`config.mk`:
```
export PLATFORM = sky130hd
export DESIGN_NAME = tps_frame_extractor
export DESIGN_NICKNAME = d
export VERILOG_FILES = /design/src/rtl/tps_frame_extractor.sv
export SDC_FILE = /design/constraint.sdc
export NUM_CORES = 1
export LEC_CHECK = 0
export BUFFER_PORTS_ARGS = -buffer_cell sky130_fd_sc_hd__buf_4
export CORE_UTILIZATION = 50
export CTS_CLUSTER_DIAMETER = 80
export CTS_CLUSTER_SIZE = 24
export DETAILED_ROUTE_END_ITERATION = 7
export PLACE_DENSITY = 0.7
export SYNTH_ARGS = -nofsm -noshare
export SYNTH_HDL_FRONTEND = slang
export SYNTH_SLANG_ARGS = --single-unit
```
`constraint.sdc`:
```
create_clock -name clk -period 1.9 [get_ports clk]
set_input_delay 0 -clock clk [delete_from_list [all_inputs] [get_ports clk]]
set_output_delay 0 -clock clk [all_outputs]
set_load 0.02 [all_outputs]
```
`src/rtl/tps_frame_extractor.sv`:
```
module tps_frame_extractor #(
  parameter int          FRAME_BITS = 68,
  parameter logic [15:0] SYNC_WORD  = 16'h35EE
) (
  input  logic        clk,
  input  logic        rst,
  input  logic        sym_stb,
  input  logic        sym_bit,
  output logic        locked,
  output logic        params_valid,
  output logic [1:0]  frame_num,
  output logic [5:0]  length_ind,
  output logic [1:0]  constellation,
  output logic [2:0]  hierarchy,
  output logic [2:0]  hp_rate,
  output logic [2:0]  lp_rate,
  output logic [1:0]  guard,
  output logic [1:0]  mode,
  output logic [15:0] cell_id,
  output logic        cell_valid
);
  localparam int TOP = FRAME_BITS - 1;
  localparam int CW  = $clog2(FRAME_BITS);
  localparam logic [CW-1:0] LAST = CW'(FRAME_BITS - 1);

  logic [TOP:0] sr, nxt, rev;
  logic [CW-1:0] cnt;
  logic aligned, exp_inv, fail1, got_hi, got_lo;
  logic [1:0] fidx;

  assign nxt = {sym_bit, sr[TOP:1]};
  always_comb
    for (int i = 0; i < FRAME_BITS; i++) rev[TOP-i] = nxt[i];

  wire [15:0] rx_sync   = rev[TOP-1  -: 16];
  wire [1:0]  rx_fn     = rev[TOP-23 -: 2];
  wire        either    = (rx_sync == SYNC_WORD) || (rx_sync == ~SYNC_WORD);
  wire        hunt_hit  = sym_stb && !aligned && either;
  wire        frame_end = sym_stb && aligned && (cnt == LAST);
  wire        sync_ok   = rx_sync == (exp_inv ? ~SYNC_WORD : SYNC_WORD);

  assign cell_valid = got_hi && got_lo;

  always_ff @(posedge clk) begin
    if (rst) begin
      sr <= '0; cnt <= '0; aligned <= 1'b0; exp_inv <= 1'b0; fail1 <= 1'b0;
      fidx <= '0; got_hi <= 1'b0; got_lo <= 1'b0; locked <= 1'b0;
      params_valid <= 1'b0; frame_num <= '0; length_ind <= '0;
      constellation <= '0; hierarchy <= '0; hp_rate <= '0; lp_rate <= '0;
      guard <= '0; mode <= '0; cell_id <= '0;
    end else begin
      params_valid <= 1'b0;
      if (sym_stb) sr <= nxt;
      if (hunt_hit) begin
        aligned <= 1'b1;
        cnt     <= '0;
        exp_inv <= (rx_sync == SYNC_WORD);
        fidx    <= rx_fn + 2'd1;
        fail1   <= 1'b0;
      end else if (sym_stb && aligned) begin
        cnt <= frame_end ? '0 : cnt + 1'b1;
      end
      if (frame_end) begin
        exp_inv <= ~exp_inv;
        fidx    <= fidx + 2'd1;
        if (sync_ok) begin
          locked        <= 1'b1;
          fail1         <= 1'b0;
          params_valid  <= 1'b1;
          frame_num     <= fidx;
          length_ind    <= rev[TOP-17 -: 6];
          constellation <= rev[TOP-25 -: 2];
          hierarchy     <= rev[TOP-27 -: 3];
          hp_rate       <= rev[TOP-30 -: 3];
          lp_rate       <= rev[TOP-33 -: 3];
          guard         <= rev[TOP-36 -: 2];
          mode          <= rev[TOP-38 -: 2];
          if (fidx[0]) begin
            cell_id[7:0] <= rev[TOP-40 -: 8];
            got_lo <= 1'b1;
          end else begin
            cell_id[15:8] <= rev[TOP-40 -: 8];
            got_hi <= 1'b1;
          end
        end else if (locked && !fail1) begin
          fail1 <= 1'b1;
        end else begin
          aligned <= 1'b0; locked <= 1'b0; fail1 <= 1'b0;
          got_hi <= 1'b0; got_lo <= 1'b0;
        end
      end
    end
  end

  p_pub_locked_r4: assert property (@(posedge clk) disable iff (rst)
    params_valid |-> locked);
  p_pulse_r4: assert property (@(posedge clk) disable iff (rst)
    params_valid |=> !params_valid);
  p_hold_r4: assert property (@(posedge clk) disable iff (rst)
    !params_valid |-> ($stable(mode) && $stable(cell_id) && $stable(frame_num)));
  p_lock_pub_r2: assert property (@(posedge clk) disable iff (rst)
    $rose(locked) |-> params_valid);
  p_cell_rise_r7: assert property (@(posedge clk) disable iff (rst)
    $rose(cell_valid) |-> params_valid);
  p_unlock_r3: assert property (@(posedge clk) disable iff (rst)
    $fell(locked) |-> (!cell_valid && !aligned));
endmodule

```
[Word level (Yosys, flattened, before mapping)]
Index checks and enable logic that the tools add are counted.
Storage, ports and cells
  register bits after elaboration: 123
  bits of input ports: 4
  output and inout port bits: 42
  word-level logic and storage cells: 72
Operators by class
  $add $sub $neg: 3
  eq/ne operators: 7
  muxes and demuxes: 21
  bitwise operators: 3
  reductions and logical operators: 18
Operators by type and width (number)
  2-to-1 mux 1 bit: 17
  equality test 16 x 14 -> 1 bit (second input constant): 1
  equality test 16 bit: 1
  equality test 16 bit (second input constant): 1
  2-to-1 mux 16 bit: 1
  AND reduction 3 bit: 4
  adder 7 x 1 -> 7 bit (second input constant): 1
  equality test 7 bit (second input constant): 1
  2-to-1 mux 7 bit: 1
  logical AND 1 bit: 6
  != test 2 bit (second input constant): 3
  adder 2 x 1 -> 2 bit (second input constant): 2
  2-to-1 mux 2 bit: 2
  AND reduction 2 bit: 2
  OR reduction 2 bit: 2
  NOT 1 bit: 3
  zero test 1 bit: 2
  nonzero test 2 bit: 1
  logical OR 1 bit: 1

[Depth between registers and ports, before layout]
  depth in word-level cells: 7
  gate-level depth with buffers: 7
  mapped depth without buffers: 6

[Worst setup path after synthesis]
OpenSTA, ideal clock, no wires.
  path type: register to register
  from: reg sr[14]
  to: reg constellation[0]
  library setup time: 0.132 ns
  arrival: 1.469 ns
  required time: 1.768 ns
  setup slack: 0.299 ns
  cell stages (with the launch flop): 7
  buffers on the path: 1
  period minus slack after synthesis: 1.601 ns
  path through: dfxtp_1 nor4b_4 nand4_4 mux2_4 buf_2 o21ai_0 a21oi_1
Between the ends
  cells in the longest elaborated chain, start to end: 2
Ends and longest elaborated chain
  start, declared: line 26  | logic [TOP:0] sr, nxt, rev;
  start signal, assigned: line 53  | if (sym_stb) sr <= nxt;
  equality test 16 bit: line 40  | wire sync_ok = rx_sync == (exp_inv ? ~SYNC_WORD : SYNC_WORD);
  AND reduction 2 bit (no source line)
  end signal, assigned: line 72  | constellation <= rev[TOP-25 -: 2];
  end, declared: line 13  | output logic [1:0] constellation,
No other way between the ends.
A chain may end at the register's enable or synchronous reset.

[Final worst setup path]
  from: reg sr[10]
  to: reg lp_rate[1]
Between the ends
  cells in the longest elaborated chain, start to end: 2
Ends and longest elaborated chain
  equality test 16 bit: line 40
  AND reduction 2 bit (no source line)
  end signal, assigned: line 75  | lp_rate <= rev[TOP-33 -: 3];
  end, declared: line 16  | output logic [2:0] lp_rate,
No other way between the ends.

==> impl_metrics.toml <==
[run_status]
outcome = "finished, final reports clean"

[detailed_routing]
wl_um = 9880
drc = 0
viasPerCell = 5.53
detail_route.wl_per_cell_um = 15.1
first_pass_iters = 4
drt_iter0_markers = 239
drtAntennaViolNets = 0
vias = 3625

[final_layout]
final_common_cell = "dfxtp_1"
final_cell_mix = "dfxtp_1 (121), nor2_1 (77), mux2i_1 (66)"
drive_above_1_share = 0.193
fillers = 750
finalNonFillerCells = 656
final_core_util = 0.626
diodes = 0
final_nets = 537
syn2layout_area_growth_pct = 21.6

[setup_path]
cp-end-kind = "flip-flop"
rr_startpoint = "sr[10]"
crit_fanout = 20
cp.required_ns = 2.26
endpoint = "lp_rate[1]"
critPathLaunchType = "flip-flop"
reg2regPathDepth = 5
crit_start = "sr[10]"
crit_type = "flip-flop to flip-flop"
timing.rr.end = "lp_rate[1]"
worst-endpoint-arrival_ns = 2.13
r2r_slack_ns = 0.13

[floorplanning]
num_rows = 35
die_w_um = 99.3
io_pins = 46
die_area_um2 = 9860
start_util = 0.515
core_region_area_um2 = 9200
die_h_um = 99.3

[power_and_ir_drop]
ir_drop_v = 0.000656
seq_power_share = 0.431
swShare = 0.219
power_density_nw_per_um2 = 1020
p_leak_nw = 2.36
p_int_mw = 4.61
combPwrFrac = 0.021
clockPowerShare = 0.548
p_sw_mw = 1.29

[timing]
drv_slew = 0
rsz0062_at_grt = "no"
fmax_mhz = 564
post-route-min-period_ns = 1.77
skew_ns = 0.00828
setup_tns_ns = 0
slew-limit-headroom = 0.518
fin_crit_sh = 0.933
finalSetupViolations = 0
hold_violations = 0
worstMarginPinSlew_ns = 0.723

[global_route]
grt_max_degree = 71
grt_pass1_vias = 3439
antenna_found_initial = 0
grt_overflow = 0
grt.total_usage = 0.211
grt_pass1_wl_um = 16400

[clocking]
clk_pin_slew_ns = 0.06
cts_sinks = 121
ctsRootBufferMaster = "clkbuf_8"
clk_latency_ns = 0.52
cts_buffers = 17
htreeDepth = 4
clk_path_buf_depth = 2
cts_tree = "done"

[yosys]
ys_ff_latch = 121
synth_area_per_cell_um2 = 9.58
netlist_instances = 494
synth_nets = 499
synthArstFlopShare = 0
synth_edf_count = 0
yosysWarnings = 0
synth_ff_type = "dfxtp_1"
synth-seq-area-share = 0.512
yosysUniqueCellTypes = 39
synthesis.area_um2 = 4730

[placed_design]
placed_cells = 621
hpwl_um = 5880
gp_congestion = 0.767
io_buffers = 45

[min_path]
hold_class = "input pin to flip-flop"

[run]
drv_cap = 0
==> worst max-delay path: stages (launching register included) <==
cell and delay [ns]:
dfxtp_1 0.36, nor4b_4 0.33, nand4_4 0.19, mux2_4 0.42, o21ai_0 0.22, a21oi_1 0.10
==> worst min-delay path by stage <==
| stage | end | slack [ns] | start | cells after the start |
|---|---|---|---|---|
| 2_1_floorplan | sr[67] | 0.15 | sym_bit | 2 |
| 3_3_place_gp | sr[67] | 0.24 | sym_bit | 3 |
| 3_5_place_dp | sr[67] | 0.25 | sym_bit | 3 |
| 4_1_cts | sr[8] | 0.01 | rst | 2 |
| 5_1_grt | sr[26] | 0.04 | rst | 2 |
| 6_report | sr[26] | 0.01 | rst | 2 |
==> power groups by stage <==
stage                     Clock [mW]  Combinational [mW]  Sequential (mW)
after CTS                       3.28               0.124             2.54
after global placement             0               0.120             2.60
after floorplan                    0              0.0999             2.60
after detailed placement           0               0.121             2.60
final                           3.23               0.124             2.54
after global routing            3.42               0.133             2.54
==> logic make-up (layout without fill, tap and decap cells) <==
| family | count (synthesis) | count (layout) | share of synthesized area |
|---|---|---|---|
| AOI/OAI and AO/OA | 94 | 94 | 0.101 |
| muxes | 68 | 69 | 0.147 |
| and+or+nand+nor | 166 | 166 | 0.185 |
| buffers and inverters | 38 | 88 | 0.0410 |
| adders and majority gates | 1 | 1 | 0.00264 |
| xor gates and xnor gates | 6 | 6 | 0.0111 |
| DFF | 121 | 121 | 0.512 |
==> flip-flops by register name (all words and copies together) (netlist names), 3 cells and up <==
| register | flops |
|---|---|
| cell_id | 16 |
| cnt | 7 |
| lp_rate | 3 |
| hp_rate | 3 |
| sr | 66 |
| hierarchy | 3 |
| length_ind | 6 |
==> synth_stat cells (5+ instances only) <==
| library cell | n | area [um^2] |
|---|---|---|
| dfxtp_1 | 121 | 2420 |
| nor2_1 | 77 | 289 |
| mux2i_1 | 66 | 661 |
| a21oi_1 | 47 | 235 |
| o21ai_0 | 39 | 195 |
| nand3_1 | 34 | 170 |
| clkbuf_1 | 13 | 48.8 |
| buf_2 | 11 | 55.1 |
| nand2_1 | 11 | 41.3 |
| nand4_1 | 9 | 56.3 |
| buf_1 | 7 | 26.3 |
| nor3_1 | 5 | 25.0 |
==> layout make-up <==
| class | instances | area, um^2 | share of cell area |
|---|---|---|---|
| multi-input combinational | 336 | 2140 | 0.372 |
| clock buffer | 17 | 414 | 0.0720 |
| clock inverter | 15 | 189 | 0.0328 |
| tap | 111 | 139 | 0.0241 |
| sequential | 121 | 2420 | 0.421 |
| timing repair buffer | 56 | 450 | 0.0783 |
==> metrics by stage <==
step	area (um^2)	total power [mW]	hold slack (ns)	setup WS (ns)
finish	5760	5.90	0.0127	0.128
global route	5760	6.09	0.0387	0.00976
CTS	5730	5.94	0.0122	0.0642
detailed placement	5110	2.72	0.255	0.0749
global placement	5110	2.72	0.237	0.158
floorplan	4730	2.70	0.147	0.299
==> per-layer routing <==
metal  part of all wire  track usage
met4              0.016       0.0837
met1               0.47        0.272
met3              0.042       0.0555
met2               0.47        0.337
met5                  0            0
==> timing repair <==
| action | in CTS | in global routing |
|---|---|---|
| hold endpoints to repair | 4 | 0 |
| gates resized for setup | 0 | 7 |
| endpoints found under the setup margin | 0 | 24 |
| setup buffers | 0 | 0 |
| hold buffers | 2 | 0 |
(Power assumes the default switching activity.)
